### config.mk
export PLATFORM = sky130hd
export DESIGN_NAME = cmdport_pic
export DESIGN_NICKNAME = d
export VERILOG_FILES = /design/src/rtl/pic_pkg.sv /design/src/rtl/pic_cmd_dec.sv /design/src/rtl/pic_regs.sv /design/src/rtl/pic_pend.sv /design/src/rtl/pic_prio.sv /design/src/rtl/cmdport_pic.sv
export SDC_FILE = /design/constraint.sdc
export NUM_CORES = 1
export LEC_CHECK = 0
export ABC_AREA = 1
export BUFFER_PORTS_ARGS = -buffer_cell sky130_fd_sc_hd__buf_2
export CORE_MARGIN = 3
export CORE_UTILIZATION = 41
export CTS_BUF_LIST = sky130_fd_sc_hd__clkbuf_8
export DETAILED_ROUTE_END_ITERATION = 7
export PLACE_DENSITY = 0.7
export SLEW_MARGIN = 25
export SYNTH_ARGS = -nofsm -noshare
export SYNTH_HDL_FRONTEND = slang
export SYNTH_SLANG_ARGS = --single-unit
### constraint.sdc
create_clock -name clk_i -period 2.3 [get_ports clk_i]
set_input_delay 0.115 -clock clk_i [delete_from_list [all_inputs] [get_ports clk_i]]
set_output_delay 0.115 -clock clk_i [all_outputs]
set_load 0.01 [all_outputs]
### src/rtl/pic_pkg.sv
package pic_pkg;
  localparam logic [2:0] OP_IRQ  = 3'd0;
  localparam logic [2:0] OP_EN   = 3'd1;
  localparam logic [2:0] OP_MODE = 3'd2;
  localparam logic [7:0] CMD_EOI = 8'hFF;

  typedef struct packed {
    logic [2:0] op;
    logic [4:0] bank;
  } cmd_t;
endpackage

### src/rtl/pic_cmd_dec.sv
module pic_cmd_dec
  import pic_pkg::*;
#(
  parameter int NB = 4
) (
  input  logic          clk_i,
  input  logic          rst_ni,
  input  logic          addr_i,
  input  logic          we_i,
  input  logic [7:0]    wdata_i,
  output cmd_t          cmd_o,
  output logic          eoi_o,
  output logic          bank_ok_o,
  output logic [NB-1:0] en_we_o,
  output logic [NB-1:0] mode_we_o
);
  localparam logic [5:0] NB_W = 6'(NB);

  cmd_t cmd_q;
  logic cmd_wr, data_wr;

  assign cmd_wr  = we_i && !addr_i;
  assign data_wr = we_i && addr_i;

  always_ff @(posedge clk_i or negedge rst_ni) begin
    if (!rst_ni)     cmd_q <= '0;
    else if (cmd_wr) cmd_q <= cmd_t'(wdata_i);
  end

  assign cmd_o     = cmd_q;
  assign eoi_o     = cmd_wr && (wdata_i == CMD_EOI);
  assign bank_ok_o = {1'b0, cmd_q.bank} < NB_W;

  // one write enable per bank; data bus is shared
  for (genvar b = 0; b < NB; b++) begin : g_we
    assign en_we_o[b]   = data_wr && (cmd_q.op == OP_EN)   && (cmd_q.bank == 5'(b));
    assign mode_we_o[b] = data_wr && (cmd_q.op == OP_MODE) && (cmd_q.bank == 5'(b));
  end
endmodule

### src/rtl/pic_regs.sv
module pic_regs #(
  parameter int NB = 4
) (
  input  logic                clk_i,
  input  logic                rst_ni,
  input  logic [NB-1:0]       we_i,
  input  logic [7:0]          wdata_i,
  output logic [NB-1:0][7:0]  q_o
);
  for (genvar b = 0; b < NB; b++) begin : g_bank
    always_ff @(posedge clk_i or negedge rst_ni) begin
      if (!rst_ni)       q_o[b] <= '0;
      else if (we_i[b])  q_o[b] <= wdata_i;
    end
  end
endmodule

### src/rtl/pic_pend.sv
module pic_pend #(
  parameter int N  = 32,
  parameter int IW = 5
) (
  input  logic          clk_i,
  input  logic          rst_ni,
  input  logic [N-1:0]  lines_i,
  input  logic [N-1:0]  level_i,
  input  logic          clr_i,
  input  logic [IW-1:0] clr_idx_i,
  output logic [N-1:0]  pend_o,
  output logic [N-1:0]  shadow_o
);
  logic [N-1:0] clr_vec, set_vec;

  always_comb begin
    clr_vec = '0;
    if (clr_i) clr_vec[clr_idx_i] = 1'b1;
  end

  // edge: rise against shadow; level: high now. Set beats clear.
  assign set_vec = (lines_i & ~shadow_o & ~level_i) | (lines_i & level_i);

  always_ff @(posedge clk_i or negedge rst_ni) begin
    if (!rst_ni) begin
      shadow_o <= '0;
      pend_o   <= '0;
    end else begin
      shadow_o <= lines_i;
      pend_o   <= (pend_o & ~clr_vec) | set_vec;
    end
  end
endmodule

### src/rtl/pic_prio.sv
module pic_prio #(
  parameter int N  = 32,
  parameter int IW = 5
) (
  input  logic [N-1:0]  req_i,
  output logic          valid_o,
  output logic [IW-1:0] idx_o
);
  always_comb begin
    valid_o = 1'b0;
    idx_o   = '0;
    for (int i = N - 1; i >= 0; i--) begin
      if (req_i[i]) begin
        valid_o = 1'b1;
        idx_o   = IW'(i);
      end
    end
  end
endmodule

### src/rtl/cmdport_pic.sv
module cmdport_pic
  import pic_pkg::*;
#(
  parameter int N_LINES = 32  // multiple of 8, at most 256
) (
  input  logic               clk_i,
  input  logic               rst_ni,
  input  logic               addr_i,
  input  logic               we_i,
  input  logic [7:0]         wdata_i,
  output logic [7:0]         rdata_o,
  input  logic [N_LINES-1:0] irq_lines_i,
  output logic               irq_o
);
  localparam int NB  = N_LINES / 8;
  localparam int IW  = $clog2(N_LINES);
  localparam int BIW = (NB > 1) ? $clog2(NB) : 1;

  cmd_t               cmd_q;
  logic               eoi, bank_ok;
  logic [NB-1:0]      en_we, mode_we;
  logic [NB-1:0][7:0] en_banks, mode_banks;
  logic [N_LINES-1:0] en_flat, mode_flat, pend, shadow;
  logic               irq_valid;
  logic [IW-1:0]      irq_id;
  logic [BIW-1:0]     bsel;
  logic [7:0]         bank_rd;

  pic_cmd_dec #(.NB(NB)) u_dec (
    .clk_i, .rst_ni, .addr_i, .we_i, .wdata_i,
    .cmd_o(cmd_q), .eoi_o(eoi), .bank_ok_o(bank_ok),
    .en_we_o(en_we), .mode_we_o(mode_we)
  );

  pic_regs #(.NB(NB)) u_en (
    .clk_i, .rst_ni, .we_i(en_we), .wdata_i, .q_o(en_banks)
  );

  pic_regs #(.NB(NB)) u_mode (
    .clk_i, .rst_ni, .we_i(mode_we), .wdata_i, .q_o(mode_banks)
  );

  assign en_flat   = en_banks;
  assign mode_flat = mode_banks;

  pic_pend #(.N(N_LINES), .IW(IW)) u_pend (
    .clk_i, .rst_ni, .lines_i(irq_lines_i), .level_i(mode_flat),
    .clr_i(eoi && irq_valid), .clr_idx_i(irq_id),
    .pend_o(pend), .shadow_o(shadow)
  );

  pic_prio #(.N(N_LINES), .IW(IW)) u_prio (
    .req_i(pend & en_flat), .valid_o(irq_valid), .idx_o(irq_id)
  );

  assign irq_o = irq_valid;
  assign bsel  = BIW'(cmd_q.bank);

  always_comb begin
    bank_rd = 8'h00;
    if (bank_ok) begin
      if (cmd_q.op == OP_EN)   bank_rd = en_banks[bsel];
      if (cmd_q.op == OP_MODE) bank_rd = mode_banks[bsel];
    end
  end

  always_comb begin
    if (!addr_i)                  rdata_o = cmd_q;
    else if (cmd_q.op == OP_IRQ)  rdata_o = irq_valid ? 8'(irq_id) : 8'h00;
    else                          rdata_o = bank_rd;
  end
endmodule

# After elaboration in Yosys (flattened, before gate mapping)
# Cells that the tools add are included.
# W data, S select, Z words.
# word_totals
reg_bits,136
inputBits,44
memories,0
word_cells,127
rom_bits,0
latchBits,0
out_inout_bits,9
ramBits,0
# op_classes
addsub,0
bitwise,10
div,0
n_lt_le_gt_ge,4
n_mul,0
reduce_logical,18
mux,77
shift,0
n_eq_ne,6
# ops
operator,n
$mux W5,33
$and A32 B32 Y32,5
$not A32 Y32,3
$or A32 B32 Y32,2
$mux W8,7
$mux W1,33
$bmux W8 S2,2
$mux W32,1
$logic_and A1 B1 Y1,15
$eq A5 B2 Y1 const B,2
$eq A8 B8 Y1 const B,1
$lt A5 B6 Y1 const B,1
$demux W1 S5,1
$eq A5 B1 Y1 const B,1
$ge A5 B1 Y1 const B,1
$logic_not A5 Y1,1
$lt A5 B3 Y1 const B,1
$eq A3 B1 Y1 const B,1
$eq A3 B2 Y1 const B,1
$logic_not A3 Y1,1
$lt A2 B3 Y1 const B,1
$logic_not A1 Y1,1

# Logic depth before layout (Yosys ltp)
# Gate-level depths: netlist of the first run.
# depth
word_depth,41
ltp_mapped,37
ltp_nobuf,36

# Modules after synthesis
# From an unflattened synthesis of the first run, not the netlist that was laid out.
# unflattened
hier_cells,951
area_unflattened_um2,6850.3
# by_module_without_submodules
mod,area_per_inst_um2,cells_per_inst,n_inst
pic_regs,1221.2,136,2
pic_pend,2372.3,247,1
cmdport_pic,1122.3,255,1
pic_cmd_dec,470.5,70,1
pic_prio,442.9,107,1

# Worst setup path after synthesis of the first run
# OpenSTA, ideal clock, no wires.
# synth_timing
path_type,flip-flop to output port
start,register u_en.q_o[30] in the netlist's numbering
end,output rdata_o[0]
path_buffers,1
path_slack_ps,-40
stages_incl_launch_ff,35
t_arrival_ps,2225
path_cell_list,dfrtp_1 > nand2_1 > nand2_1 > nand2_1 > nand2_1 > nand2_1 > nand2_1 > nand2_1 > nand2_1 > nand2_1 > nand2_1 > nand2_1 > nand2_1 > nand2_1 > nand2_1 > nand2_1 > nand2_1 > nand2_1 > nand2_1 > nand2_1 > nand2_1 > nand2_1 > nand2_1 > nand2_1 > nand2_1 > nand2_1 > nand2_1 > nand2_1 > nand2_1 > nand2_1 > nand2_2 > nand2_4 > buf_6 > nand3_1 > a21oi_1
# synth_via
elab_chain_len,35
# synth_rtl
item,line_no,rtl
start: declaration,pic_regs.sv:8,output logic [NB-1:0][7:0] q_o
start signal: indexed assignment,pic_regs.sv:13,else if (we_i[b]) q_o[b] <= wdata_i;
$and A32 B32 Y32 *,cmdport_pic.sv:53,".req_i(pend & en_flat), .valid_o(irq_valid), .idx_o(irq_id)"
$mux W5 or $mux W1 (tied branches) (31 in series),pic_prio.sv:13,if (req_i[i]) begin
$mux W5 *,cmdport_pic.sv:69,else if (cmd_q.op == OP_IRQ) rdata_o = irq_valid ? 8'(irq_id) : 8'h00;
$mux W8 *,cmdport_pic.sv:69,
$mux W8 *,cmdport_pic.sv:68,if (!addr_i) rdata_o = cmd_q;
end: declaration,cmdport_pic.sv:11,"output logic [7:0] rdata_o,"
# Mark *: on every way between the ends. The rest lies on a longest branch, timed or not.

# Worst setup path after layout of the first run
# layout_timing
start,register u_en.q_o[31] in the netlist's numbering
end,output rdata_o[0]
# layout_via
elab_chain_len,36
# layout_rtl
item,line_no
$and A32 B32 Y32 *,cmdport_pic.sv:53
$mux W5 or $mux W1 (tied branches) (32 in series),pic_prio.sv:13
$mux W5 *,cmdport_pic.sv:69
$mux W8 *,cmdport_pic.sv:69
$mux W8 *,cmdport_pic.sv:68
# Marked as above.

==> flow_summary_export.csv, run 1 <==
group,metric,value,unit
timing,slew_violations,0,
critical_path,crit_type,"register to output pin",
clock_network,cts_root_buffer,"clkbuf_8",
timing,finalCriticalPeriod,2880,ps
detailed_routing,vias_per_cell,5.25,
critical_path,cp_slowest_cell,"dfrtp_1",
critical_path,cp.required,2180,ps
global_routing,grt_antenna_before_repair,0,
clock_network,worstSkewPairLatency,470,ps
floorplan,start_util,42.2,%
yosys,synth_top_family_by_area,"simple AND/OR/NAND/NOR gates",
timing,max_slew_margin,62.4,%
outcome,status,"finished, violations left",
critical_path,start_kind,"register",
min_path,hold_class,"primary input to register",
yosys,syn-num-nets,807,
yosys,synthSimpleGateAreaFrac,25.5,%
yosys,synth_cells,763,
timing,skew,16.1,ps
power,ir_worst_vdd,0.000613,V
yosys,avgSynthCellArea,8.07,µm²
critical_path,slowest_delay,360,ps
floorplan,row_count,44,
yosys,yosysWarnings,0,
yosys,synth.top_cell.area_share,55.3,%
global_routing,grt_pass1_vias,5687,
detailed_routing,first_iter_violations,605,
detailed_routing,wire_per_inst,17.0,µm
timing,setup_ws,-582,ps
detailed_routing,routed-via-count,6021,
critical_path,crit_path_end_kind,"output pin",
detailed_routing,drt-pass1-iter-count,7,
clock_network,tritoncts,"built",
critical_path,cp.arrival,2770,ps
timing,timing.fmax,347,MHz
detailed_routing,ant_nets,0,
yosys,synth_area_leader_cell,"dfrtp_1",
detailed_routing,drt-total-wl,19500,µm
placement,hpwl,13400,µm
yosys,synth-seq-cells,136,
yosys,synth.distinct_cells,29,
clock_network,numClockSinks,136,
clock_network,numCtsBuffers,17,
placement,port_buffers,52,
timing,finalHoldViolCount,0,
finish,final_cell_mix,"nand2_1, dfrtp_1, o21ai_0, buf_4, inv_1",
finish,synthToLayoutAreaGrowth,37.0,%
global_routing,grt_pass1_wl,29800,µm
floorplan,die_y,129,µm
clock_network,clkTransAtPathRegs,90,ps
critical_path,path_common_cell,"nand2_1",
finish,drive_gt1_share,27.4,%
global_routing,grt_usage,23.8,%
placement,gp_congestion,0.930,
yosys,synth-main-ff-cell,"dfrtp_1",
floorplan,dieArea,16500,µm²
power,p_leak,4.14,nW
timing,finalSetupViolCount,35,
finish,fin_nets,993,
finish,diodes,0,
yosys,syn-cell-area,6160,µm²
clock_network,htreeDepth,4,
yosys,yosysSeqAreaShare,55.3,%
finish,fin_util,57.9,%
placement,post-place-ws,-211,ps
floorplan,fp.dieW,129,µm
timing,worst_slew_pin_slew,564,ps
yosys,muxShareOfSynthArea,0,%
outcome,violations,"setup timing",
yosys,synthTopCellsByArea,"dfrtp_1, nand2_1, o21ai_0, inv_1, nor2_1",
global_routing,gr-total-overflow,0,
detailed_routing,drc,0,
yosys,synthArstFlopShare,100,%
global_routing,grt_max_degree,59,
floorplan,io-pin-count,53,
floorplan,core_area,14600,µm²
yosys,synthAdderAreaFrac,0,%
yosys,synth_xor_area_share,0,%
clock_network,clockBufferDepth,2,
timing,fin_setup_tns,-15780,ps
yosys,synth_compound_area_share,13.2,%
timing,rsz0062_at_grt,"true",
timing,finalCritPeriodShare,125,%
job,maxCapViolCount,0,
critical_path,path_max_fanout,2,
finish,layout_commonest_cell,"nand2_1",
power,p_per_area,901,nW/µm²
yosys,synth_edf_count,0,
[cells by family after synthesis]
| group | Yosys count |
|---|---|
| flip-flops | 136 |
| buffers and inverters | 94 |
| AO/OA/AOI/OAI | 145 |
| AND/OR/NAND/NOR | 388 |
[repair_timing]
action / in CTS / in global routing
endpoints found under the hold margin: 123 / 0
hold buffers: 38 / 0
pin swaps: 16 / 30
gates resized for setup: 43 / 54
setup endpoints to repair: 40 / 73
buffers inserted: 22 / 27
cloned: 1 / 0
[per-layer routing]
| layer | global-route usage (%) | vias up | wire (µm) |
|---|---|---|---|
| met5 | 0 | - | 0 |
| met4 | 9.94 | 0 | 690 |
| li1 | - | 2855 | - |
| met3 | 5.77 | 43 | 1540 |
| met2 | 35.7 | 250 | 8720 |
| met1 | 33.4 | 2873 | 8550 |
[critical path: cells and delay by family (launching register included)]
family | cells | cell delay (ps)
buffers and inverters | 2 | 200
AND/OR/NAND/NOR | 32 | 1560
AO/OA/AOI/OAI | 1 | 160
flip-flops | 1 | 360
[path summary, 6_finish.rpt]
| path | start | end | slack, ps | depth (start not counted) |
|---|---|---|---|---|
| setup / recovery | u_en.q_o[31] | rdata_o[0] | -580 | 35 |
| hold / removal | wdata_i[1] | u_mode.q_o[1] | 100 | 4 |
| setup reg to reg | u_en.q_o[31] | u_pend.pend_o[10] | -520 | 39 |
| hold reg to reg | u_pend.pend_o[31] | u_pend.pend_o[31] | 480 | 2 |
| max in group asynchronous | rst_ni | u_dec.cmd_o[0] | 1350 | 3 |
| min in group asynchronous | rst_ni | u_pend.shadow_o[5] | 180 | 2 |
[Yosys cell counts (all sizes together) (3+ instances only)]
master	count
a31oi	6
inv	75
nor3	6
o21ai	93
clkbuf	14
nand2	299
nand3	21
a22oi	15
nor2	39
nor4	3
o22ai	7
buf	5
dfrtp	136
nand4	19
a21oi	13
[final cells by class]
cell class / instances / area, µm²
clock buffers: 17 / 234
clock inverters: 15 / 165
fillers: 1277 / 6150
inverters: 75 / 294
multi-input cells: 533 / 2650
flip-flops and latches: 136 / 3410
well taps: 184 / 230
repair buffers: 186 / 1460
[flip-flops by register name, indices dropped and copies added (netlist names)]
signal	flops
u_en.q_o	32
u_mode.q_o	32
u_pend.pend_o	32
u_pend.shadow_o	32
u_dec.cmd_o	8
[power by group]
part,switching (mW),total [mW],internal (mW)
sequential,0.137,2.71,2.57
clock,1.03,2.01,0.983
combinational,1.61,2.89,1.28
[per-stage QoR]
step	instance area (µm²)	hold WS, ps	cells	total power, mW
2_1_floorplan	6170	-181	763	3.91
3_3_place_gp	6980	128	1031	4.60
3_5_place_dp	6980	115	1031	4.62
4_1_cts	8070	82.9	1122	7.19
5_1_grt	8440	94.0	1146	7.99
6_report	8440	102	1146	7.61
(Power assumes the default switching activity.)
==> run 2, diff against run 1 <==
==> constraint.sdc (replaced) <==
create_clock -name clk_i -period 2.3 [get_ports clk_i]
set_input_delay 0.115 -clock clk_i [delete_from_list [all_inputs] [get_ports clk_i]]
set_output_delay 0.115 -clock clk_i [all_outputs]
set_load 0.02 [all_outputs]
==> run 2 against run 1 <==
  * The flow still finishes with violations (setup timing)
  * Routed wire length decreased by 0.46%
  * Register-to-register slack about the same
  * Sequential power about the same
  * Power decreased by 1.4%
  * Global-route usage decreased by 0.22 points
  * Clock skew decreased by 1.6 ps
  * Non-clock buffer count decreased by 2
  * Sequential share of layout area decreased by 0.19 points
  * Clock power about the same
  * Utilization increased by 0.26 points
  * Critical endpoint unchanged
  * Largest cell class unchanged
  * Highest routed layer unchanged
==> flow_summary_export.csv, run 2 (synthesis results as in run 1) <==
group,metric,value,unit
finish,synthToLayoutAreaGrowth,37.6,%
global_routing,grt_pass1_wl,29700,µm
timing,rsz0062_at_grt,"true",
global_routing,grt_pass1_vias,5709,
timing,slew_violations,0,
placement,post-place-ws,-244,ps
finish,fin_nets,992,
min_path,hold_class,"primary input to asynchronous set/reset pin",
global_routing,grt_antenna_before_repair,0,
power,p_per_area,884,nW/µm²
finish,layout_commonest_cell,"nand2_1",
timing,timing.fmax,334,MHz
critical_path,path_common_cell,"nand2_1",
timing,fin_setup_tns,-16120,ps
clock_network,numClockSinks,136,
clock_network,htreeDepth,4,
floorplan,row_count,44,
timing,finalSetupViolCount,39,
clock_network,clockBufferDepth,2,
global_routing,grt_max_degree,57,
timing,hold_ws,86.7,ps
timing,setup_ws,-694,ps
timing,skew,14.5,ps
detailed_routing,vias_per_cell,5.24,
floorplan,io-pin-count,53,
floorplan,start_util,42.2,%
finish,multi_input_area,2720,µm²
critical_path,critPathLaunch,"u_pend.pend_o[31]",
placement,hpwl,13400,µm
outcome,status,"finished, violations left",
clock_network,numCtsBuffers,17,
job,maxCapViolCount,0,
detailed_routing,routed-via-count,5998,
detailed_routing,ant_nets,0,
timing,max_slew_margin,68.9,%
critical_path,cp_slowest_cell,"dfrtp_1",
clock_network,clkTransAtPathRegs,80,ps
global_routing,grt_usage,23.6,%
critical_path,r2r-start,"u_en.q_o[31]",
power,ir_worst_vdd,0.000659,V
critical_path,crit_type,"register to output pin",
floorplan,dieArea,16500,µm²
critical_path,path_max_fanout,2,
finish,final_cell_mix,"nand2_1, dfrtp_1, o21ai_0, buf_4, inv_1",
placement,port_buffers,52,
critical_path,r2r_end,"u_pend.pend_o[14]",
floorplan,fp.dieW,129,µm
critical_path,start_kind,"register",
finish,seq_area,3400,µm²
critical_path,slowest_delay,360,ps
placement,gp_congestion,0.961,
timing,worst_slew_pin_slew,464,ps
critical_path,crit_path_end_kind,"output pin",
finish,fin_util,58.1,%
detailed_routing,drt-pass1-iter-count,7,
critical_path,cp-endpoint,"rdata_o[0]",
timing,finalHoldViolCount,0,
clock_network,worstSkewPairLatency,460,ps
outcome,violations,"setup timing",
detailed_routing,drt-total-wl,19400,µm
critical_path,r2r_cells,38,
global_routing,gr-total-overflow,0,
floorplan,die_y,129,µm
power,p_leak,4.13,nW
clock_network,tritoncts,"built",
timing,finalCritPeriodShare,130,%
finish,n_fill_cell,1295,
finish,diodes,0,
critical_path,reg2reg_slack,-520,ps
detailed_routing,wire_per_inst,16.9,µm
finish,drive_gt1_share,28.2,%
floorplan,core_area,14600,µm²
timing,finalCriticalPeriod,2990,ps
detailed_routing,drc,0,
detailed_routing,first_iter_violations,469,
clock_network,cts_root_buffer,"clkbuf_8",
critical_path,cp.arrival,2880,ps
critical_path,cp.required,2180,ps
run 2: cell type report:
class                   count  area share (%)
flip-flops and latches    136            40.2
multi-input cells         533            32.0
repair buffers            184            16.9
inverters                  75            3.42
clock buffers              17            2.76
well taps                 184            2.72
clock inverters            15            1.96
repair inverters            1          0.0885
run 2: routing by layer:
layer	wire (µm)	vias to the layer above	global-route usage [%]
li1	-	2850	-
met2	8910	251	35.7
met4	620	0	9.70
met5	0	-	0
met1	8450	2857	32.8
met3	1430	40	5.73
run 2: power breakdown:
group          switching [mW]  internal [mW]  total (mW)
clock network            1.02          0.986        2.00
registers               0.135           2.57        2.71
logic                    1.66           1.13        2.79
run 2: worst min-delay path by stage:
stage                start                  to  depth (start not counted)
global placement    rst_ni  u_pend.shadow_o[7]                          1
detailed placement  rst_ni         u_en.q_o[5]                          1
finish              rst_ni         u_en.q_o[5]                          2
floorplan           rst_ni      u_dec.cmd_o[0]                          0
global route        rst_ni         u_en.q_o[5]                          2
CTS                 rst_ni         u_en.q_o[5]                          2
run 2: critical path, delay by kind of cell, from the launching register on:
family                 cells  cell delay [ps]
and+or+nand+nor           32             1710
DFF                        1              360
buffers and inverters      2              200
AOI/OAI and AO/OA          1              170
run 2: through the flow:
step	instance area [µm²]	total power, mW	std cells
2_1_floorplan	6180	3.96	763
3_3_place_gp	7020	4.69	1035
3_5_place_dp	7020	4.71	1035
4_1_cts	8070	7.06	1118
5_1_grt	8480	7.89	1145
6_report	8480	7.50	1145
run 2: repair_timing:
action / in CTS / in global routing
resized for setup: 54 / 63
hold buffers: 38 / 0
endpoints found under the hold margin: 204 / 0
setup buffers: 12 / 30
setup endpoints to repair: 41 / 62
pin swaps: 19 / 50
cloned: 1 / 0
